**config.mk**
```make
export PLATFORM = sky130hd
export DESIGN_NAME = spi_cmd_rx
export DESIGN_NICKNAME = d
export VERILOG_FILES = /design/src/rtl/spi_cmd_pkg.sv /design/src/rtl/spi_cmd_sync.sv /design/src/rtl/spi_cmd_framer.sv /design/src/rtl/spi_cmd_decode.sv /design/src/rtl/spi_cmd_rx.sv
export SDC_FILE = /design/constraint.sdc
export NUM_CORES = 1
export LEC_CHECK = 0
export BUFFER_PORTS_ARGS = -buffer_cell sky130_fd_sc_hd__clkbuf_2
export CORE_MARGIN = 5
export CORE_UTILIZATION = 55
export CTS_CLUSTER_DIAMETER = 200
export DETAILED_ROUTE_END_ITERATION = 8
export GPL_ROUTABILITY_DRIVEN = 0
export GPL_TIMING_DRIVEN = 0
export PLACE_DENSITY = 0.8
export SLEW_MARGIN = 20
export SYNTH_ARGS = -nofsm -noshare
export SYNTH_HDL_FRONTEND = slang
export SYNTH_HIERARCHICAL = 1
export SYNTH_SLANG_ARGS = --single-unit
```
**constraint.sdc**
```tcl
create_clock -name clk -period 1.74 [get_ports clk]
set_input_delay 0.348 -clock clk [delete_from_list [all_inputs] [get_ports clk]]
set_output_delay 0.348 -clock clk [all_outputs]
set_load 0.01 [all_outputs]
```
**src/rtl/spi_cmd_pkg.sv**
```systemverilog
package spi_cmd_pkg;
   localparam int unsigned DEF_WORD_W  = 16;
   localparam int unsigned DEF_CMD_W   = 4;
   localparam int unsigned DEF_MODE_W  = 8;
   localparam int unsigned DEF_SYNC    = 2;
   localparam logic [3:0]  DEF_CFG_OP  = 4'h1;

   // Latency from pin to strobe, in system clocks.
   function automatic int unsigned strobe_latency(input int unsigned stages);
      return stages + 2;
   endfunction
endpackage

```
**src/rtl/spi_cmd_sync.sv**
```systemverilog
module spi_cmd_sync #(
   parameter int unsigned    W       = 1,
   parameter int unsigned    STAGES  = 2,
   parameter logic [W-1:0]   RST_VAL = '0
) (
   input  logic         clk,
   input  logic         rst_n,
   input  logic [W-1:0] d_i,
   output logic [W-1:0] q_o
);
   if (STAGES < 2) begin : g_bad_stages
      $error("spi_cmd_sync: STAGES must be at least 2");
   end

   for (genvar b = 0; b < W; b++) begin : g_bit
      logic [STAGES-1:0] chain;
      always_ff @(posedge clk or negedge rst_n) begin
         if (!rst_n) chain <= {STAGES{RST_VAL[b]}};
         else        chain <= {chain[STAGES-2:0], d_i[b]};
      end
      assign q_o[b] = chain[STAGES-1];
   end
endmodule

```
**src/rtl/spi_cmd_framer.sv**
```systemverilog
module spi_cmd_framer #(
   parameter int unsigned WORD_W = 16
) (
   input  logic              clk,
   input  logic              rst_n,
   input  logic              sck_s,
   input  logic              mosi_s,
   input  logic              cs_n_s,
   output logic              word_vld_o,
   output logic [WORD_W-1:0] word_o
);
   localparam int unsigned CNT_W = (WORD_W > 1) ? $clog2(WORD_W) : 1;
   localparam logic [CNT_W-1:0] LAST = CNT_W'(WORD_W - 1);

   logic             sck_q;
   logic             sck_rise;
   logic [CNT_W-1:0] bit_cnt;
   logic [WORD_W-1:0] shreg;

   assign sck_rise = sck_s & ~sck_q;

   always_ff @(posedge clk or negedge rst_n) begin
      if (!rst_n) begin
         sck_q      <= 1'b0;
         bit_cnt    <= '0;
         shreg      <= '0;
         word_vld_o <= 1'b0;
      end else begin
         sck_q      <= sck_s;
         word_vld_o <= 1'b0;
         if (cs_n_s) begin
            bit_cnt <= '0;
         end else if (sck_rise) begin
            shreg <= {shreg[WORD_W-2:0], mosi_s};
            if (bit_cnt == LAST) begin
               bit_cnt    <= '0;
               word_vld_o <= 1'b1;
            end else begin
               bit_cnt <= bit_cnt + 1'b1;
            end
         end
      end
   end

   assign word_o = shreg;
endmodule

```
**src/rtl/spi_cmd_decode.sv**
```systemverilog
module spi_cmd_decode #(
   parameter int unsigned     WORD_W = 16,
   parameter int unsigned     CMD_W  = 4,
   parameter int unsigned     MODE_W = 8,
   parameter logic [CMD_W-1:0] CFG_OP = 4'h1,
   localparam int unsigned    ARG_W  = WORD_W - CMD_W
) (
   input  logic              clk,
   input  logic              rst_n,
   input  logic              word_vld_i,
   input  logic [WORD_W-1:0] word_i,
   output logic              stb_o,
   output logic [CMD_W-1:0]  op_o,
   output logic [ARG_W-1:0]  arg_o,
   output logic [MODE_W-1:0] mode_o
);
   logic [CMD_W-1:0] op_w;
   logic [ARG_W-1:0] arg_w;

   assign op_w  = word_i[WORD_W-1 -: CMD_W];
   assign arg_w = word_i[ARG_W-1:0];

   always_ff @(posedge clk or negedge rst_n) begin
      if (!rst_n) begin
         stb_o  <= 1'b0;
         op_o   <= '0;
         arg_o  <= '0;
         mode_o <= '0;
      end else begin
         stb_o <= word_vld_i;
         if (word_vld_i) begin
            op_o  <= op_w;
            arg_o <= arg_w;
            if (op_w == CFG_OP) mode_o <= arg_w[MODE_W-1:0];
         end
      end
   end
endmodule

```
**src/rtl/spi_cmd_rx.sv**
```systemverilog
module spi_cmd_rx
   import spi_cmd_pkg::*;
#(
   parameter int unsigned      WORD_W      = DEF_WORD_W,
   parameter int unsigned      CMD_W       = DEF_CMD_W,
   parameter int unsigned      MODE_W      = DEF_MODE_W,
   parameter int unsigned      SYNC_STAGES = DEF_SYNC,
   parameter logic [CMD_W-1:0] CFG_OP      = DEF_CFG_OP,
   localparam int unsigned     ARG_W       = WORD_W - CMD_W
) (
   input  logic              clk,
   input  logic              rst_n,
   input  logic              sck_i,
   input  logic              mosi_i,
   input  logic              cs_n_i,
   output logic              cmd_stb_o,
   output logic [CMD_W-1:0]  cmd_op_o,
   output logic [ARG_W-1:0]  cmd_arg_o,
   output logic [MODE_W-1:0] mode_o
);
   if (CMD_W == 0 || CMD_W >= WORD_W) begin : g_bad_cmd
      $error("spi_cmd_rx: CMD_W must be between 1 and WORD_W-1");
   end
   if (MODE_W == 0 || MODE_W > ARG_W) begin : g_bad_mode
      $error("spi_cmd_rx: MODE_W must fit in the operand");
   end
   if (SYNC_STAGES < 2) begin : g_bad_sync
      $error("spi_cmd_rx: SYNC_STAGES must be at least 2");
   end

   // Index order: 2 = sck, 1 = mosi, 0 = cs_n (idles high)
   logic [2:0] raw_w;
   logic [2:0] syn_w;
   assign raw_w = {sck_i, mosi_i, cs_n_i};

   spi_cmd_sync #(
      .W       (3),
      .STAGES  (SYNC_STAGES),
      .RST_VAL (3'b001)
   ) sync_i (
      .clk   (clk),
      .rst_n (rst_n),
      .d_i   (raw_w),
      .q_o   (syn_w)
   );

   logic              word_vld;
   logic [WORD_W-1:0] word;

   spi_cmd_framer #(
      .WORD_W (WORD_W)
   ) framer_i (
      .clk        (clk),
      .rst_n      (rst_n),
      .sck_s      (syn_w[2]),
      .mosi_s     (syn_w[1]),
      .cs_n_s     (syn_w[0]),
      .word_vld_o (word_vld),
      .word_o     (word)
   );

   spi_cmd_decode #(
      .WORD_W (WORD_W),
      .CMD_W  (CMD_W),
      .MODE_W (MODE_W),
      .CFG_OP (CFG_OP)
   ) decode_i (
      .clk        (clk),
      .rst_n      (rst_n),
      .word_vld_i (word_vld),
      .word_i     (word),
      .stb_o      (cmd_stb_o),
      .op_o       (cmd_op_o),
      .arg_o      (cmd_arg_o),
      .mode_o     (mode_o)
   );
endmodule

```
### Yosys cells after proc, flatten, opt, wreduce, memory -nomap -nowiden

Index checks and enable logic that the tools add are counted.

* register bits: 53
* latch bits: 0
* RAM bits: 0
* bits in read-only memories: 0
* bits of input ports: 5
* output and inout bits: 25
* logic and storage cells: 26
* memories: 0

* add/sub/neg operators: 1
* multipliers: 0
* div/mod/pow operators: 0
* magnitude comparators: 0
* equal/unequal tests: 2
* shift operators: 0
* mux-type cells: 6
* bitwise gates (word level): 3
* reduce and logical (&&, ||, !) cells: 3

Operators with widths (count)
* 4-bit two-way mux: 3
* 4-bit by 1-bit adder with 4-bit output (second input constant): 1
* 4-bit by 1-bit equality test with 1-bit output (second input constant): 1
* 4-bit equality test (second input constant): 1
* 2-bit AND reduction: 2
* 1-bit two-way mux: 3
* 1-bit NOT: 2
* 2-bit nonzero test: 1
* 1-bit bitwise AND: 1

### Logic depth before layout (Yosys ltp)

* word-level depth: 4
* gate-level depth with buffers: 5
* depth with buffers taken out: 4

### Hierarchy

Netlist, hierarchy kept.

Modules (own cells, without submodules)
* spi_cmd_decode: times used 1, cells an instance 54, area an instance 942.2 um^2, sequential area each 625.6 um^2
* spi_cmd_framer: times used 1, cells an instance 57, area an instance 919.6 um^2, sequential area each 550.5 um^2
* spi_cmd_sync: times used 1, cells an instance 9, area an instance 175.2 um^2, sequential area each 152.6 um^2

### Worst setup path before layout

OpenSTA, ideal clock, no wires.

* kind: reg2reg
* start point: reg framer_i.shreg[13], in the netlist framer_i/word_o[13]
* end point: reg decode_i.mode_o[0]
* library setup time: 125 ps
* data arrival time: 1252 ps
* data required time: 1615 ps
* path slack: 364 ps
* stages on the path, launching flop included: 3
* buffers on the path: 0
* period minus slack after synthesis: 1376 ps
* path through: dfrtp_1 -> nor4_4 -> mux2_2

* longest elaborated chain between the ends: 2

Ends and longest elaborated chain
* start, declared: RTL line spi_cmd_framer.sv:18 `logic [WORD_W-1:0] shreg;`
* start signal, assigned: RTL line spi_cmd_framer.sv:34 `shreg <= {shreg[WORD_W-2:0], mosi_s};`
* 4-bit by 1-bit equality test with 1-bit output: RTL line spi_cmd_decode.sv:34 `if (op_w == CFG_OP) mode_o <= arg_w[MODE_W-1:0];`
* 2-bit AND reduction (no line)
* end signal, assigned: RTL line spi_cmd_decode.sv:34
* end, declared: RTL line spi_cmd_decode.sv:15 `output logic [MODE_W-1:0] mode_o`

Every way passes these cells.
A chain may end at the register's enable or synchronous reset.

### Worst setup path in the final report

* start point: reg framer_i.shreg[13], in the netlist framer_i/word_o[13]
* end point: reg decode_i.mode_o[7]

The elaborated chain is that of the path after synthesis.

==> impl_metrics.csv <==
group,metric,value,unit
synth,synth_area,2037,um^2
power,p_sw_frac,0.2248,
global_route,grt_antenna_before_repair,0,
setup_path,critPathLaunchType,"flip-flop",
die,die_h,70.86,um
global_route,overflow,0,
cells_and_area,final_cell_mix,"51 x dfrtp_1, 29 x mux2_2, 28 x clkbuf_2",
cells_and_area,area_delta_synth_final,14.44,%
setup_path,setup.worst_path.end_class,"flip-flop",
synth,synthMuxAreaShare,0.2371,
setup_path,path_class,"flip-flop to flip-flop",
detailed_routing,post_drt_via_cell_ratio,5.299,
global_route,grt_pass1_vias,1150,
power,pwr-share-comb,0.071,
sta,tightest_slew,0.6800,ns
global_route,grt.total_usage,0.1448,
power,cell_internal_pwr,1.745,mW
detailed_routing,ant_nets,0,
synth,yosysWarnings,6,
synth,synthCells,120,
place,numPortBuffers,29,
synth,ys_ff_latch,53,
cells_and_area,final_area,2331,um^2
die,initial_core_util,0.5606,
detailed_routing,route.detailed.drc,0,
run,maxCapViolCount,0,
sta,min_period_over_period,0.9429,
die,dieArea,5020,um^2
place,dpl.cell_count,197,
detailed_routing,post_drt_wl_per_cell,15.63,um
cells_and_area,final_cells,204,
cts,cts.path.max_buffers,2,
setup_path,critical_path_arrival,1.83,ns
synth,yosys.area_share.adder,0.006143,
hold_path,hold_path_class,"input pin to async pin",
global_route,grt_pass1_wl,5506,um
sta,max_freq,609.5,MHz
cells_and_area,final_core_util,0.6415,
cts,cts_resized,0,
synth,synth_xor_area_frac,0.004300,
sta,final.setup.tns,0,ns
power,p_per_area,965.8,nW/um^2
setup_path,crit_fanout,8,
cts,post-cts-setup-buffer-count,0,
synth,yosysSeqAreaShare,0.6523,
synth,post_synth.cell_area_avg,16.97,um^2
detailed_routing,vias,1081,
cts,cts_tree,"built",
cts,clk-insertion-delay-late,0.30,ns
sta,drv_slew,0,
place,post_dp_cell_area,2245,um^2
cells_and_area,layout.nets,162,
cts,cts_buffers,5,
cells_and_area,diodes,0,
cts,htree_levels,2,
cells_and_area,layout_commonest_cell,"dfrtp_1",
status,status,"finished clean",
synth,synth_compound_gate_area_share,0.01720,
place,dp.final_hpwl,2240,um
die,coreArea,3633,um^2
detailed_routing,drt_first_iter_violations,54,
power,clkPwrFrac,0.298,
cts,clkTransAtPathRegs,0.09,ns
sta,rsz0062_at_grt,"no",
synth,synth_cell_types,25,
die,boundaryPins,30,
die,dieWidth,70.86,um
power,seqPwrFrac,0.631,
global_route,grt_max_degree,54,
synth,yosys.area_share.simple,0.05467,
power,total_power,2.251,mW
power,power.leakage,1.216,nW
sta,finalSetupViolations,0,
synth,synth_top_family_by_area,"multiplexers",
cells_and_area,drive_gt1_frac,0.5449,
cts,cts-root-buf,"clkbuf_8",
die,num_rows,22,
synth,synthesis.nets,126,
cts,cts_sinks,53,
detailed_routing,drt_first_pass_iters,3,
sta,relSlewSlack,0.5433,
sta,min_period,1.641,ns
power,power_switching,0.5062,mW
setup_path,required,1.93,ns
cts,cts_hold_buffers,0,
sta,fin_skew,0.006774,ns
power,max-vdd-ir-drop,0.0006597,V
detailed_routing,drt-total-wl,3189,um
sta,finalHoldViolCount,0,
-- kinds of logic after synthesis --
group | after synthesis
flip-flops | 53
multiplexers | 40
AND/OR/NAND/NOR | 12
buffers and inverters | 7
AO/OA/AOI/OAI | 6
XOR/XNOR | 1
adder cells (fa/ha/maj) | 1
-- metal layers --
layer | share of wire | GRT usage | up-vias | routed length [um]
met4 | 0.023 | 0.07098 | 0 | 74
met2 | 0.48 | 0.2214 | 31 | 1542
li1 | - | - | 491 | -
met1 | 0.43 | 0.1753 | 552 | 1374
met3 | 0.062 | 0.06392 | 7 | 198
met5 | 0 | 0 | - | 0
-- power by group through the flow --
stage / Combinational, mW / Clock [mW] / Sequential, mW
2_1_floorplan: 0.122 / 0 / 1.41
5_1_grt: 0.179 / 0.750 / 1.44
3_3_place_gp: 0.153 / 0 / 1.44
4_1_cts: 0.164 / 0.688 / 1.42
3_5_place_dp: 0.163 / 0 / 1.44
6_report: 0.160 / 0.672 / 1.42
-- state kept, by name, summed over array words and instances (netlist names) --
| name | cells |
|---|---|
| decode_i/stb_o | 1 |
| decode_i/op_o | 4 |
| framer_i/word_vld_o | 1 |
| framer_i/bit_cnt | 4 |
| framer_i/word_o | 16 |
| sync_i/g_bit.chain | 6 |
| decode_i/mode_o | 8 |
| framer_i/sck_q | 1 |
| decode_i/arg_o | 12 |
-- synthesized netlist by cell type (all sizes together) --
cell type	count	share of area
a21oi	3	0.0074
a311o	1	0.0049
and4	1	0.0043
buf	6	0.026
dfrtp	51	0.63
dfstp	2	0.026
ha	1	0.0061
inv	1	0.0018
mux2	39	0.23
mux2i	1	0.0049
nand2	3	0.0092
nand2b	1	0.0068
nand3b	2	0.0074
nor2	3	0.014
nor4	1	0.010
o21ai	2	0.0049
or3	1	0.0031
xor2	1	0.0043
-- critical path, cell delays in order, from the launching register on --
cell     delay [ns]
dfrtp_1        0.45
nor4_4         0.67
mux2_2         0.41
-- layout make-up --
| class | instances | area [um^2] |
|---|---|---|
| tap | 48 | 60.06 |
| fill | 284 | 1303 |
| timing repair buffer | 29 | 147.6 |
| multi-input combinational | 60 | 650.6 |
| sequential | 53 | 1329 |
| inverter | 1 | 3.754 |
| buffer | 6 | 53.80 |
| clock buffer | 7 | 86.33 |
-- final timing paths --
| kind | startpoint | endpoint | slack [ns] | cells after the start |
|---|---|---|---|---|
| setup / recovery | framer_i/word_o[13]$_DFFE_PN0P_ | decode_i/mode_o[7]$_DFFE_PN0P_ | 0.1 | 2 |
| hold / removal | rst_n | decode_i/stb_o$_DFF_PN0_ | 0.11 | 1 |
| setup reg to reg | framer_i/word_o[13]$_DFFE_PN0P_ | decode_i/mode_o[7]$_DFFE_PN0P_ | 0.1 | 2 |
| hold reg to reg | sync_i/g_bit[1].chain[0]$_DFF_PN0_ | sync_i/g_bit[1].chain[1]$_DFF_PN0_ | 0.36 | 0 |
| max in group asynchronous | rst_n | framer_i/bit_cnt[2]$_DFFE_PN0P_ | 1.19 | 1 |
| min in group clk | cs_n_i | sync_i/g_bit[0].chain[0]$_DFF_PN1_ | 0.13 | 1 |
-- per-stage QoR --
stage | hold slack [ns] | setup WS (ns)
2_1_floorplan | 0.05241 | 0.3635
3_3_place_gp | 0.3343 | 0.1431
3_5_place_dp | 0.3395 | 0.1101
4_1_cts | 0.1122 | 0.09102
5_1_grt | 0.09236 | 0.007720
6_report | 0.1052 | 0.09939
(Power assumes the default switching activity.)
